**config.mk**
```make
export PLATFORM = sky130hd
export DESIGN_NAME = serfifo_irq_unit
export DESIGN_NICKNAME = d
export VERILOG_FILES = /design/src/rtl/sfi_pkg.sv /design/src/rtl/sfi_rst_sync.sv /design/src/rtl/sfi_byte_fifo.sv /design/src/rtl/sfi_irq_bank.sv /design/src/rtl/serfifo_irq_unit.sv
export SDC_FILE = /design/constraint.sdc
export NUM_CORES = 1
export LEC_CHECK = 0
export BUFFER_PORTS_ARGS = -buffer_cell sky130_fd_sc_hd__clkbuf_2
export CORE_ASPECT_RATIO = 1.75
export CORE_UTILIZATION = 56
export CTS_BUF_LIST = sky130_fd_sc_hd__clkbuf_4 sky130_fd_sc_hd__clkbuf_8 sky130_fd_sc_hd__clkbuf_16
export DETAILED_ROUTE_END_ITERATION = 7
export PLACE_DENSITY_LB_ADDON = 0.05
export SLEW_MARGIN = 20
export SYNTH_ARGS = -nofsm -noshare
export SYNTH_HDL_FRONTEND = slang
export SYNTH_SLANG_ARGS = --single-unit
export TNS_END_PERCENT = 100
```
**constraint.sdc**
```tcl
create_clock -name clk -period 2.4 [get_ports clk]
set_clock_uncertainty 0.05 [all_clocks]
set_input_delay 0.36 -clock clk [delete_from_list [all_inputs] [get_ports clk]]
set_output_delay 0.36 -clock clk [all_outputs]
set_load 0.01 [all_outputs]
```
**src/rtl/sfi_pkg.sv**
```systemverilog
package sfi_pkg;
  // register word indices
  localparam logic [3:0] IX_CTRL   = 4'd0;
  localparam logic [3:0] IX_TXDAT  = 4'd1;
  localparam logic [3:0] IX_RXDAT  = 4'd2;
  localparam logic [3:0] IX_TXTHR  = 4'd3;
  localparam logic [3:0] IX_RXTHR  = 4'd4;
  localparam logic [3:0] IX_LEVELS = 4'd5;
  localparam logic [3:0] IX_MASK   = 4'd6;
  localparam logic [3:0] IX_RAW    = 4'd7;
  localparam logic [3:0] IX_MSKD   = 4'd8;
  localparam logic [3:0] IX_CLR    = 4'd9;

  // control bits
  localparam int CB_TXFL = 7;
  localparam int CB_RXFL = 8;

  // event bit positions
  localparam int EB_TX_EMPTY = 0;
  localparam int EB_TX_LOW   = 1;
  localparam int EB_TX_FULL  = 2;
  localparam int EB_TX_OVR   = 3;
  localparam int EB_RX_EMPTY = 4;
  localparam int EB_RX_HIGH  = 5;
  localparam int EB_RX_FULL  = 6;
  localparam int EB_DONE     = 19;
  localparam int EB_ARB      = 24;
  localparam int EB_BERR     = 25;
  localparam int EB_DONE_NS  = 28;

  localparam logic [31:0] STICKY_BITS = 32'h1308_0008;
  localparam logic [31:0] IMPL_BITS   = 32'h1308_007F;

  typedef struct packed {
    logic empty;
    logic full;
    logic mark;
  } sfi_lvl_t;
endpackage

```
**src/rtl/sfi_rst_sync.sv**
```systemverilog
module sfi_rst_sync (
  input  logic clk,
  input  logic rst_n,
  output logic rst_sync_n
);
  logic s1_q, s2_q;

  always_ff @(posedge clk or negedge rst_n) begin
    if (!rst_n) begin
      s1_q <= 1'b0;
      s2_q <= 1'b0;
    end else begin
      s1_q <= 1'b1;
      s2_q <= s1_q;
    end
  end

  assign rst_sync_n = s2_q;
endmodule

```
**src/rtl/sfi_byte_fifo.sv**
```systemverilog
module sfi_byte_fifo #(
  parameter int DEPTH = 32,
  parameter int W     = 8,
  localparam int AW   = $clog2(DEPTH),
  localparam int CW   = $clog2(DEPTH + 1)
) (
  input  logic          clk,
  input  logic          rst_n,
  input  logic          flush_i,
  input  logic          push_i,
  input  logic [W-1:0]  din_i,
  input  logic          pop_i,
  output logic [W-1:0]  dout_o,
  output logic [CW-1:0] count_o,
  output logic          empty_o,
  output logic          full_o
);
  logic [W-1:0]  mem [DEPTH];
  logic [AW-1:0] wp_q, wp_d, rp_q, rp_d;
  logic [CW-1:0] cnt_q, cnt_d;
  logic          do_push, do_pop;

  assign empty_o = (cnt_q == '0);
  assign full_o  = (cnt_q == CW'(DEPTH));
  assign do_push = push_i && !full_o && !flush_i;
  assign do_pop  = pop_i && !empty_o && !flush_i;

  always_comb begin
    wp_d  = wp_q;
    rp_d  = rp_q;
    cnt_d = cnt_q;
    if (flush_i) begin
      wp_d  = '0;
      rp_d  = '0;
      cnt_d = '0;
    end else begin
      if (do_push) wp_d = AW'(wp_q + 1'b1);
      if (do_pop)  rp_d = AW'(rp_q + 1'b1);
      case ({do_push, do_pop})
        2'b10:   cnt_d = cnt_q + 1'b1;
        2'b01:   cnt_d = cnt_q - 1'b1;
        default: cnt_d = cnt_q;
      endcase
    end
  end

  always_ff @(posedge clk or negedge rst_n) begin
    if (!rst_n) begin
      wp_q  <= '0;
      rp_q  <= '0;
      cnt_q <= '0;
    end else begin
      wp_q  <= wp_d;
      rp_q  <= rp_d;
      cnt_q <= cnt_d;
    end
  end

  always_ff @(posedge clk) begin
    if (do_push) mem[wp_q] <= din_i;
  end

  assign dout_o  = mem[rp_q];
  assign count_o = cnt_q;


  cnt_bound_chk: assert property (@(posedge clk) disable iff (!rst_n)
    cnt_q <= CW'(DEPTH));


  flush_empty_chk: assert property (@(posedge clk) disable iff (!rst_n)
    flush_i |=> (cnt_q == '0));


  pop_empty_chk: assert property (@(posedge clk) disable iff (!rst_n)
    (pop_i && empty_o && !push_i && !flush_i) |=> (empty_o && $stable(rp_q)));
endmodule

```
**src/rtl/sfi_irq_bank.sv**
```systemverilog
module sfi_irq_bank
  import sfi_pkg::*;
(
  input  logic        clk,
  input  logic        rst_n,
  input  logic [6:0]  level_i,
  input  logic        ovr_set_i,
  input  logic [3:0]  evt_i,
  input  logic        wr_mask_i,
  input  logic        wr_clr_i,
  input  logic [31:0] wdata_i,
  output logic [31:0] raw_o,
  output logic [31:0] mask_o,
  output logic [31:0] masked_o,
  output logic        irq_o
);
  logic [31:0] sticky_q, sticky_d, set_vec, clr_vec;
  logic [31:0] mask_q, mask_d;

  always_comb begin
    set_vec = '0;
    set_vec[EB_TX_OVR]  = ovr_set_i;
    set_vec[EB_DONE]    = evt_i[0];
    set_vec[EB_ARB]     = evt_i[1];
    set_vec[EB_BERR]    = evt_i[2];
    set_vec[EB_DONE_NS] = evt_i[3];
    clr_vec  = wr_clr_i ? (wdata_i & STICKY_BITS) : '0;
    sticky_d = ((sticky_q & ~clr_vec) | set_vec) & STICKY_BITS;
    mask_d   = wr_mask_i ? (wdata_i & IMPL_BITS) : mask_q;
  end

  always_ff @(posedge clk or negedge rst_n) begin
    if (!rst_n) begin
      sticky_q <= '0;
      mask_q   <= '0;
    end else begin
      sticky_q <= sticky_d;
      mask_q   <= mask_d;
    end
  end

  assign raw_o    = sticky_q | {25'b0, level_i & 7'h77};
  assign mask_o   = mask_q;
  assign masked_o = raw_o & mask_q;
  assign irq_o    = |masked_o;


  sticky_hold_chk: assert property (@(posedge clk) disable iff (!rst_n)
    ((sticky_q & ~clr_vec) != '0) |=>
      ((($past(sticky_q) & ~$past(clr_vec)) & ~sticky_q) == '0));


  mask_zero_chk: assert property (@(posedge clk) disable iff (!rst_n)
    (wr_mask_i && wdata_i == '0) |=> !irq_o);
endmodule

```
**src/rtl/serfifo_irq_unit.sv**
```systemverilog
module serfifo_irq_unit
  import sfi_pkg::*;
#(
  parameter int DEPTH      = 32,
  parameter int TX_THR_RST = 1,
  parameter int RX_THR_RST = 8
) (
  input  logic        clk,
  input  logic        rst_n,
  input  logic        wr_en,
  input  logic        rd_en,
  input  logic [3:0]  addr,
  input  logic [31:0] wdata,
  output logic [31:0] rdata,
  output logic [7:0]  tx_data,
  output logic        tx_valid,
  input  logic        tx_ready,
  input  logic [7:0]  rx_data,
  input  logic        rx_valid,
  output logic        rx_ready,
  input  logic [3:0]  proto_evt,
  output logic        irq
);
  localparam int CW     = $clog2(DEPTH + 1);
  localparam int TW     = $clog2(DEPTH);
  localparam int MAXTHR = DEPTH / 2 - 1;
  localparam logic [TW-1:0] TX_RST = TW'((TX_THR_RST > MAXTHR) ? MAXTHR : TX_THR_RST);
  localparam logic [TW-1:0] RX_RST = TW'((RX_THR_RST > MAXTHR) ? MAXTHR : RX_THR_RST);

  logic rst_s_n;
  sfi_rst_sync u_rst (.clk(clk), .rst_n(rst_n), .rst_sync_n(rst_s_n));

  // host decode
  logic wr_ctrl, wr_txd, wr_txthr, wr_rxthr, wr_mask, wr_clr, rd_rxd;
  assign wr_ctrl  = wr_en && (addr == IX_CTRL);
  assign wr_txd   = wr_en && (addr == IX_TXDAT);
  assign wr_txthr = wr_en && (addr == IX_TXTHR);
  assign wr_rxthr = wr_en && (addr == IX_RXTHR);
  assign wr_mask  = wr_en && (addr == IX_MASK);
  assign wr_clr   = wr_en && (addr == IX_CLR);
  assign rd_rxd   = rd_en && (addr == IX_RXDAT);

  function automatic logic [TW-1:0] clamp_thr(input logic [31:0] v);
    return (v > 32'(MAXTHR)) ? TW'(MAXTHR) : v[TW-1:0];
  endfunction

  // control and thresholds
  logic          txfl_q, txfl_d, rxfl_q, rxfl_d;
  logic [TW-1:0] txthr_q, txthr_d, rxthr_q, rxthr_d;

  always_comb begin
    txfl_d  = wr_ctrl && wdata[CB_TXFL];
    rxfl_d  = wr_ctrl && wdata[CB_RXFL];
    txthr_d = wr_txthr ? clamp_thr(wdata) : txthr_q;
    rxthr_d = wr_rxthr ? clamp_thr(wdata) : rxthr_q;
  end

  always_ff @(posedge clk or negedge rst_s_n) begin
    if (!rst_s_n) begin
      txfl_q  <= 1'b0;
      rxfl_q  <= 1'b0;
      txthr_q <= TX_RST;
      rxthr_q <= RX_RST;
    end else begin
      txfl_q  <= txfl_d;
      rxfl_q  <= rxfl_d;
      txthr_q <= txthr_d;
      rxthr_q <= rxthr_d;
    end
  end

  // queues
  logic [CW-1:0] tx_cnt, rx_cnt;
  logic [7:0]    rx_head;
  sfi_lvl_t      tx_lvl, rx_lvl;

  sfi_byte_fifo #(.DEPTH(DEPTH), .W(8)) u_txq (
    .clk(clk), .rst_n(rst_s_n), .flush_i(txfl_q),
    .push_i(wr_txd), .din_i(wdata[7:0]),
    .pop_i(tx_ready), .dout_o(tx_data),
    .count_o(tx_cnt), .empty_o(tx_lvl.empty), .full_o(tx_lvl.full));

  sfi_byte_fifo #(.DEPTH(DEPTH), .W(8)) u_rxq (
    .clk(clk), .rst_n(rst_s_n), .flush_i(rxfl_q),
    .push_i(rx_valid), .din_i(rx_data),
    .pop_i(rd_rxd), .dout_o(rx_head),
    .count_o(rx_cnt), .empty_o(rx_lvl.empty), .full_o(rx_lvl.full));

  assign tx_lvl.mark = (tx_cnt <= {1'b0, txthr_q});
  assign rx_lvl.mark = (rx_cnt >= {1'b0, rxthr_q});
  assign tx_valid    = !tx_lvl.empty;
  assign rx_ready    = !rx_lvl.full;

  // interrupts
  logic [6:0]  lvl_vec;
  logic [31:0] raw, mask, masked;

  always_comb begin
    lvl_vec              = '0;
    lvl_vec[EB_TX_EMPTY] = tx_lvl.empty;
    lvl_vec[EB_TX_LOW]   = tx_lvl.mark;
    lvl_vec[EB_TX_FULL]  = tx_lvl.full;
    lvl_vec[EB_RX_EMPTY] = rx_lvl.empty;
    lvl_vec[EB_RX_HIGH]  = rx_lvl.mark;
    lvl_vec[EB_RX_FULL]  = rx_lvl.full;
  end

  sfi_irq_bank u_irq (
    .clk(clk), .rst_n(rst_s_n), .level_i(lvl_vec),
    .ovr_set_i(wr_txd && tx_lvl.full), .evt_i(proto_evt),
    .wr_mask_i(wr_mask), .wr_clr_i(wr_clr), .wdata_i(wdata),
    .raw_o(raw), .mask_o(mask), .masked_o(masked), .irq_o(irq));

  // read mux
  always_comb begin
    case (addr)
      IX_CTRL:   rdata = {23'b0, rxfl_q, txfl_q, 7'b0};
      IX_RXDAT:  rdata = {24'b0, rx_lvl.empty ? 8'h00 : rx_head};
      IX_TXTHR:  rdata = 32'(txthr_q);
      IX_RXTHR:  rdata = 32'(rxthr_q);
      IX_LEVELS: rdata = {{(16-CW){1'b0}}, rx_cnt, {(16-CW){1'b0}}, tx_cnt};
      IX_MASK:   rdata = mask;
      IX_RAW:    rdata = raw;
      IX_MSKD:   rdata = masked;
      default:   rdata = '0;
    endcase
  end


  txfl_clear_chk: assert property (@(posedge clk) disable iff (!rst_s_n)
    (txfl_q && !(wr_ctrl && wdata[CB_TXFL])) |=> !txfl_q);


  rxfl_clear_chk: assert property (@(posedge clk) disable iff (!rst_s_n)
    (rxfl_q && !(wr_ctrl && wdata[CB_RXFL])) |=> !rxfl_q);


  ovr_raise_chk: assert property (@(posedge clk) disable iff (!rst_s_n)
    (wr_txd && tx_lvl.full) |=> raw[EB_TX_OVR]);


  thr_range_chk: assert property (@(posedge clk) disable iff (!rst_s_n)
    (wr_txthr || wr_rxthr) |=> (txthr_q <= TW'(MAXTHR) && rxthr_q <= TW'(MAXTHR)));
endmodule

```
==> results_dict.tcl, run 1 <==
set metrics [dict create \
    path_cells "buf_12 > clkbuf_16 > buf_4 > mux4_2 > mux4_2 > a221o_1 > clkbuf_2" \
    cts_made_buffers 49 \
    place_hpwl_um 39080 \
    ys_warn_count 0 \
    fin_util 0.6791 \
    die_y_um 275.8 \
    io_buffer_count 82 \
    drc 0 \
    fmax_mhz 295.9 \
    synthTopCellsByArea "edfxtp_1 (64%), mux4_2 (15%), dfrtp_1 (6.3%)" \
    critical_path_peak_fanout 6 \
    synth_most_common_cell "edfxtp_1" \
    hold_viol 0 \
    end_kind "output pin" \
    die-area_um2 43700 \
    path_clk_slew_ns 0.07 \
    required_ns 1.99 \
    dpl.cell_count 2041 \
    cpMaxStageDelayCell "mux4_2" \
    arrival_ns 2.97 \
    fin_cells 2170 \
    viasPerCell 5.930 \
    cpLargestDelayFamily "multiplexers" \
    crit_top_cell "mux4_2" \
    place_congestion 0.8924 \
    grt_pass1_vias 13350 \
    ir_drop_mv 0.8444 \
    final_layout_size_suffix_gt1_frac 0.3930 \
    cp_slowest_stage_delay_ns 0.52 \
    route.vias.total 12870 \
    area_growth_pct 20.07 \
    firstDrtPassIters 5 \
    synthTopCellsByCount "edfxtp_1 (512), mux4_2 (158), nor2_1 (115)" \
    start_kind "register" \
    preCtsSetupSlack_ns -0.4261 \
    initial_core_util 0.5656 \
    wl_per_cell_um 25.83 \
    max-slew-margin-rel 0.4363 \
    synth_edf_count 512 \
    htree_levels 2 \
    io_pins 97 \
    holdCritPathClass "input pin to asynchronous set/reset pin" \
    worstMarginPinSlew_ns 0.8456 \
    cts_tree "done" \
    synth_area_per_cell_um2 18.51 \
    gr-total-overflow 0 \
    synth_area_leader_cell "edfxtp_1" \
    final_nets 1647 \
    cp_num_buf_inv 4 \
    async_flop_share 0.1080 \
    critPathKind "register to output pin" \
    grt_pass1_wl_um 82690 \
    track_usage 0.2684 \
    cts_root_buffer "clkbuf_16" \
    final_max_slew_viol_count 0 \
    ys_seq_area_frac 0.7056 \
    antenna_found_initial 2 \
    cts_num_sinks 574 \
    netlist_area_um2 23990 \
    cellPowerDensity_nw_per_um2 1059 \
    rsz0062_at_grt "yes" \
    ys_ff_latch 574 \
    coreArea_um2 42420 \
    cts_buffer_depth 3 \
    leakage_nw 9.930 \
    wirelength_um 56050 \
    status "finished, violations left" \
    drt-initial-drc-count 748 \
    insertion_delay_ns 0.57 \
    grt_max_degree 43 \
    synth_cell_types 74 \
    ant_nets 0 \
    power.total_w 0.03051 \
    ys.flop_type "edfxtp_1" \
    setup_viol 20 \
    die_w_um 158.5 \
    violations "negative setup slack" \
    row_count 100 \
    yosysTopAreaCellShare 0.6409 \
    fin_crit_ns 3.380 \
    cap_violations 0 \
    setup_ws_ns -0.9797 \
    synthesis.instances 1296 \
    finalCritPeriodShare 1.408 \
]
-- report_power, final --
group | total (W) | leakage (nW) | switching [W] | internal [W]
registers | 0.0119 | 5.35 | 0.000435 | 0.0115
logic | 0.0104 | 3.74 | 0.00483 | 0.00557
clock network | 0.00819 | 0.840 | 0.00349 | 0.00470
-- flip-flops by register name, summed over array words and instances, names as in the netlist --
register and cells:
u_rxq.mem 256, u_txq.mem 256, u_irq.mask_o 11, u_rxq.count_o 6, u_txq.count_o 6, rxthr_q 5
txthr_q 5, u_irq.sticky_q 5, u_rxq.rp_q 5, u_rxq.wp_q 5, u_txq.rp_q 5, u_txq.wp_q 5
rxfl_q 1, txfl_q 1, u_rst.rst_sync_n 1, u_rst.s1_q 1
-- cell usage in the layout (no fill, tap or decap), drive strengths merged, types with 10 or more instances in the layout --
cell,instances
clkinv,14
edfxtp,512
buf,211
conb,15
o21ai,19
nor3,10
clkbuf,137
ha,25
xor2,14
nand2,59
nor4,11
nand3,14
inv,25
a21oi,21
mux4,158
mux2i,13
mux2,22
dfrtp,60
nor2,115
-- through the flow --
step / hold slack (ns) / area, um^2 / TNS (ns)
after floorplan: 0.01441 / 24120 / -1.860
after global placement: 0.09686 / 26200 / -65.09
after detailed placement: 0.1001 / 26200 / -66.17
after CTS: 0.03234 / 28470 / -15.35
after global routing: 0.03832 / 28810 / -17.76
final: 0.06865 / 28810 / -15.16
-- final timing paths --
| path | from | end | slack [ns] | cells after the start |
|---|---|---|---|---|
| hold / removal | rst_n | u_rst.s1_q$_DFF_PN0_ | 0.07 | 2 |
| min in group clk | wdata[24] | u_irq.sticky_q[24]$_DFF_PN0_ | 0.07 | 3 |
| setup / recovery | u_rxq.rp_q[0]$_DFFE_PN0P_ | rdata[0] | -0.98 | 7 |
| max in group asynchronous | u_rst.rst_sync_n$_DFF_PN0_ | rxthr_q[3]$_DFFE_PN1P_ | 1.43 | 1 |
| setup reg to reg | u_rxq.count_o[2]$_DFFE_PN0P_ | u_rxq.count_o[5]$_DFFE_PN0P_ | -0.16 | 9 |
| hold reg to reg | u_rst.rst_sync_n$_DFF_PN0_ | u_irq.sticky_q[25]$_DFF_PN0_ | 0.18 | 0 |
-- cells by family (layout without fill, tap and decap cells) --
| logic type | Yosys count | after routing | share of synthesized area |
|---|---|---|---|
| flip-flops | 574 | 574 | 0.7056 |
| buffers and inverters | 101 | 400 | 0.02180 |
| adder cells (fa/ha/maj) | 25 | 25 | 0.01304 |
| other | 2 | 16 | 0.0003130 |
| multiplexers | 193 | 193 | 0.1642 |
| XOR/XNOR | 23 | 23 | 0.009179 |
| AND/OR/NAND/NOR | 275 | 275 | 0.05523 |
| AO/OA/AOI/OAI | 103 | 103 | 0.03056 |
-- layer usage --
layer | up-vias | track usage | routed length (um)
met5 | - | 0 | 0
met3 | 138 | 0.03297 | 2028
met1 | 6637 | 0.2830 | 18610
met2 | 367 | 0.5091 | 32310
li1 | 5727 | - | -
met4 | 0 | 0.1475 | 3092
-- area by class of cell --
cell class / count / area [um^2]
flip-flops and latches: 574 / 16940
fillers: 2774 / 13610
multi-input cells: 634 / 6959
repair buffers: 287 / 2432
clock buffers: 66 / 1414
well taps: 561 / 701.9
clock inverters: 25 / 269.0
inverters: 22 / 85.08
diodes: 1 / 2.502
-- repair_timing --
item | in CTS | in global routing
endpoints found under the setup margin | 273 | 345
hold endpoints to repair | 6 | 0
pin swaps | 12 | 13
gates resized for setup | 87 | 56
hold buffers | 5 | 0
setup buffers | 12 | 15
cloned | 5 | 1
Power figures use the tool's default switching activity.
==> inputs of run 2 (changes only) <==
--- a/config.mk
+++ b/config.mk
@@ -10,6 +10,7 @@
 export CORE_UTILIZATION = 56
 export CTS_BUF_LIST = sky130_fd_sc_hd__clkbuf_4 sky130_fd_sc_hd__clkbuf_8 sky130_fd_sc_hd__clkbuf_16
 export DETAILED_ROUTE_END_ITERATION = 7
+export MAX_ROUTING_LAYER = met4
 export PLACE_DENSITY_LB_ADDON = 0.05
 export SLEW_MARGIN = 20
 export SYNTH_ARGS = -nofsm -noshare
==> results_dict.tcl, run 2 (synthesized netlist as in run 1, its figures left out) <==
set metrics [dict create \
    row_count 100 \
    holdPathEnd "u_irq.mask_o[19]$_DFFE_PN0P_" \
    rsz0062_at_grt "yes" \
    min_from "wdata[19]" \
    die-area_um2 43700 \
    io_pins 97 \
    route.vias.total 12900 \
    io_buffer_count 82 \
    antenna_found_initial 4 \
    cts_buffer_depth 3 \
    cts_made_buffers 49 \
    violations "negative setup slack" \
    reg2reg_from "u_rxq.count_o[1]$_DFFE_PN0P_" \
    final_layout_size_suffix_gt1_frac 0.3965 \
    firstDrtPassIters 5 \
    worstMarginPinSlew_ns 0.8072 \
    end_kind "output pin" \
    path_clk_slew_ns 0.07 \
    final_cell_mix "edfxtp_1 (512), buf_4 (167), mux4_2 (158), nor2_1 (81), clkbuf_2 (71)" \
    area_growth_pct 21.13 \
    status "finished, violations left" \
    reg2reg_slack_ns -0.14 \
    fin_util 0.6851 \
    ir_drop_mv 0.7673 \
    place_hpwl_um 40020 \
    place_congestion 0.9019 \
    fin_crit_ns 3.379 \
    drt-initial-drc-count 896 \
    drc 0 \
    cts_num_sinks 574 \
    setup_ws_ns -0.9786 \
    hold_viol 0 \
    grt_max_degree 61 \
    critical_path_peak_fanout 12 \
    setup_viol 20 \
    leakage_nw 10.03 \
    track_usage 0.2875 \
    final_common_cell "edfxtp_1" \
    ff2ff_path_depth 9 \
    required_ns 1.99 \
    cellPowerDensity_nw_per_um2 1078 \
    final_max_slew_viol_count 0 \
    gr-total-overflow 0 \
    initial_core_util 0.5656 \
    htree_levels 2 \
    holdWs_ns 0.05158 \
    die_y_um 275.8 \
    insertion_delay_ns 0.58 \
    finalCritPeriodShare 1.408 \
    wirelength_um 58150 \
    viasPerCell 5.908 \
    critPathKind "register to output pin" \
    ant_nets 0 \
    fmax_mhz 296.0 \
    arrival_ns 2.97 \
    hold-path-cell-count 2 \
    cap_violations 0 \
    grt_pass1_wl_um 85450 \
    die_w_um 158.5 \
    wl_per_cell_um 26.63 \
    grt_pass1_vias 13620 \
    start_kind "register" \
    cts_tree "done" \
    holdCritPathClass "input pin to register" \
    cts_root_buffer "clkbuf_16" \
    n_fill_cell 2800 \
    r2r-end "u_rxq.count_o[5]$_DFFE_PN0P_" \
    max-slew-margin-rel 0.4619 \
    coreArea_um2 42420 \
    final_nets 1657 \
]
run 2: changes by cell type in the layout (fill, tap and decap cells not counted), sizes merged, moves of 3 or more:
cell      previous run  this run
buf                211       219
bufinv               5        11
clkbuf             137       126
diode                1         4
clkinvlp             3         6
clkinv              14        18
run 2: how the worst max path moves through the flow:
stage	start	endpoint	slack (ns)	cells past startpoint
finish	u_rxq.rp_q[0]$_DFFE_PN0P_	rdata[4]	-0.98	6
global route	u_rxq.rp_q[0]$_DFFE_PN0P_	rdata[4]	-1.01	6
global placement	u_rxq.rp_q[0]$_DFFE_PN0P_	rdata[3]	-0.44	7
floorplan	u_rxq.count_o[1]$_DFFE_PN0P_	u_rxq.count_o[5]$_DFFE_PN0P_	-0.35	11
detailed placement	u_rxq.rp_q[0]$_DFFE_PN0P_	rdata[3]	-0.44	7
CTS	u_rxq.rp_q[0]$_DFFE_PN0P_	rdata[4]	-0.99	5
run 2: critical path, cell delays in order (launching register included):
cell and delay [ns]:
dfrtp_4 0.53, buf_12 0.19, buf_12 0.12, mux4_2 0.53, mux4_2 0.47, a221o_1 0.37, clkbuf_2 0.15
run 2: area by class of cell:
cell class	count	area, um^2	area share
diodes	4	10.01	0.0003444
clock buffers	53	1291	0.04443
clock inverters	39	489.2	0.01683
inverters	22	85.08	0.002928
multi-input cells	634	6959	0.2395
flip-flops and latches	574	16940	0.5830
well taps	561	701.9	0.02415
repair buffers	297	2581	0.08882
run 2: per-stage QoR:
stage | instances | cell area, um^2 | total power [W] | setup WS (ns) | TNS, ns
after global placement | 2054 | 26320 | 0.02110 | -0.4373 | -59.71
final | 2184 | 29060 | 0.03132 | -0.9786 | -15.21
after detailed placement | 2054 | 26320 | 0.02123 | -0.4444 | -63.72
after floorplan | 1309 | 24120 | 0.01785 | -0.3505 | -1.860
after global routing | 2183 | 29060 | 0.03248 | -1.007 | -16.60
after CTS | 2172 | 28770 | 0.03105 | -0.9917 | -15.67
run 2: what timing repair did:
action,4_1_cts,5_1_grt
pin swaps,9,17
resized for setup,91,54
hold buffers,5,0
cloned,6,2
endpoints found under the setup margin,277,315
setup buffers,15,7
endpoints found under the hold margin,6,0
run 2: report_power, final:
part           internal, W  total, W  switching [W]
Combinational      0.00573    0.0106        0.00491
Sequential          0.0115    0.0120       0.000482
Clock              0.00510   0.00871        0.00361
Total               0.0223    0.0313        0.00901
run 2: per-layer routing:
| metal | GRT usage | vias to the layer above | routed length [um] |
|---|---|---|---|
| met4 | 0.1511 | 0 | 3181 |
| li1 | - | 5747 | - |
| met3 | 0.03266 | 138 | 2244 |
| met5 | - | - | 0 |
| met1 | 0.2922 | 6698 | 19080 |
| met2 | 0.5321 | 319 | 33640 |
==> inputs of run 3 (changes only) <==
--- a/config.mk
+++ b/config.mk
@@ -12,6 +12,7 @@
 export DETAILED_ROUTE_END_ITERATION = 7
 export MAX_ROUTING_LAYER = met4
 export PLACE_DENSITY_LB_ADDON = 0.05
+export SETUP_SLACK_MARGIN = 0.5
 export SLEW_MARGIN = 20
 export SYNTH_ARGS = -nofsm -noshare
 export SYNTH_HDL_FRONTEND = slang
==> results_dict.tcl, run 3 (synthesized netlist as in run 1, its figures left out) <==
set metrics [dict create \
    cts_made_buffers 49 \
    rsz0062_at_grt "yes" \
    ir_drop_mv 0.8146 \
    worstMarginPinSlew_ns 0.9140 \
    fin_tns_setup_ns -16.15 \
    post-route-cell-area_um2 29580 \
    cts_tree "done" \
    track_usage 0.2853 \
    hold-path-cell-count 2 \
    htree_levels 2 \
    final_nets 1611 \
    final_max_slew_viol_count 0 \
    grt_max_degree 37 \
    setup_ws_ns -0.9626 \
    reg2reg_from "u_rxq.count_o[1]$_DFFE_PN0P_" \
    status "finished, violations left" \
    critical_path_peak_fanout 5 \
    reg2reg_slack_ns -0.41 \
    required_ns 1.99 \
    leakage_nw 9.930 \
    drt-initial-drc-count 815 \
    cts_buffer_depth 3 \
    fin_cells 2136 \
    cpMaxStageDelayCell "mux4_2" \
    preCtsSetupSlack_ns -0.3812 \
    end_kind "output pin" \
    coreArea_um2 42420 \
    grt_pass1_wl_um 84760 \
    drc 0 \
    die_y_um 275.8 \
    io_buffer_count 82 \
    route.vias.total 12730 \
    place_congestion 0.9353 \
    cts_num_sinks 574 \
    path_cells "buf_12 > buf_12 > mux4_2 > mux4_2 > a22oi_2 > o211ai_1 > clkbuf_2" \
    critPathKind "register to output pin" \
    final_common_cell "edfxtp_1" \
    final_cell_mix "edfxtp_1 (512), mux4_2 (158), buf_4 (91), clkbuf_2 (69), nor2_4 (67)" \
    path_clk_slew_ns 0.07 \
    io_pins 97 \
    insertion_delay_ns 0.58 \
    ff2ff_path_depth 12 \
    fin_crit_ns 3.363 \
    die-area_um2 43700 \
    initial_core_util 0.5656 \
    wl_per_cell_um 26.93 \
    wirelength_um 57520 \
    holdPathEnd "u_irq.mask_o[24]$_DFFE_PN0P_" \
    gr-total-overflow 0 \
    area_growth_pct 23.29 \
    power.total_w 0.03149 \
    place_hpwl_um 39600 \
    start_kind "register" \
    cp_slowest_stage_delay_ns 0.60 \
    max-slew-margin-rel 0.3907 \
    final_layout_size_suffix_gt1_frac 0.4215 \
    dpl.cell_count 1996 \
    finalCritPeriodShare 1.401 \
    min_from "wdata[24]" \
    row_count 100 \
    cap_violations 0 \
    antenna_found_initial 2 \
    holdCritPathClass "input pin to register" \
    violations "negative setup slack" \
    fmax_mhz 297.4 \
    grt_pass1_vias 13790 \
    setup_viol 29 \
    cellPowerDensity_nw_per_um2 1065 \
    ant_nets 0 \
    placed_cell_area_um2 26790 \
    hold_viol 0 \
    r2r-end "u_rxq.count_o[5]$_DFFE_PN0P_" \
    viasPerCell 5.959 \
    firstDrtPassIters 5 \
    die_w_um 158.5 \
    arrival_ns 2.95 \
    cts_root_buffer "clkbuf_16" \
]
-- run 3: timing repair --
action | in CTS | in global routing
hold endpoints to repair | 9 | 0
setup buffers | 19 | 13
cloned | 4 | 2
resized for setup | 70 | 48
pin swaps | 23 | 15
hold buffers | 8 | 0
setup endpoints to repair | 569 | 575
-- run 3: area by class of cell --
cell class | count | area [um^2]
Multi-Input combinational cell | 634 | 7556
Timing Repair Buffer | 251 | 2464
Fill cell | 2658 | 12840
Clock buffer | 67 | 1433
Clock inverter | 25 | 384.1
Sequential cell | 574 | 16950
Inverter | 22 | 87.58
Tap cell | 561 | 701.9
Antenna cell | 2 | 5.005
-- run 3: worst max-delay path, delay by kind of cell, from the launching register on --
family | cells | cell delay, ns
compound gates | 2 | 0.32
buf+inv | 3 | 0.45
flops | 1 | 0.47
mux | 2 | 1.10
-- run 3: power breakdown --
part | internal, W | switching, W | leakage, nW | total, W
Combinational | 0.00573 | 0.00493 | 3.69 | 0.0107
Clock | 0.00520 | 0.00355 | 0.891 | 0.00876
Sequential | 0.0115 | 0.000600 | 5.35 | 0.0121
Total | 0.0224 | 0.00908 | 9.93 | 0.0315
-- run 3: worst max path at each step --
stage,from,endpoint,slack [ns],cells past startpoint
2_1_floorplan,u_rxq.count_o[1]$_DFFE_PN0P_,u_rxq.count_o[5]$_DFFE_PN0P_,-0.35,11
3_3_place_gp,u_rxq.rp_q[0]$_DFFE_PN0P_,rdata[4],-0.37,5
3_5_place_dp,u_rxq.rp_q[0]$_DFFE_PN0P_,rdata[0],-0.38,5
4_1_cts,u_rxq.rp_q[0]$_DFFE_PN0P_,rdata[0],-0.97,5
5_1_grt,u_rxq.rp_q[0]$_DFFE_PN0P_,rdata[1],-1.01,7
6_report,u_rxq.rp_q[0]$_DFFE_PN0P_,rdata[6],-0.96,7
-- run 3: metrics by stage --
stage / hold slack [ns] / util
2_1_floorplan: 0.01441 / -
4_1_cts: 0.007370 / 0.6898
3_3_place_gp: 0.1038 / 0.6315
5_1_grt: 0.02380 / 0.6973
6_report: 0.02490 / 0.6973
3_5_place_dp: 0.1052 / 0.6315
-- run 3: per-layer routing --
layer | up-vias | part of all wire | track usage
li1 | 5653 | - | -
met1 | 6553 | 0.32 | 0.2738
met2 | 342 | 0.59 | 0.5401
met3 | 180 | 0.034 | 0.03407
met4 | 0 | 0.058 | 0.1574
met5 | - | 0 | -
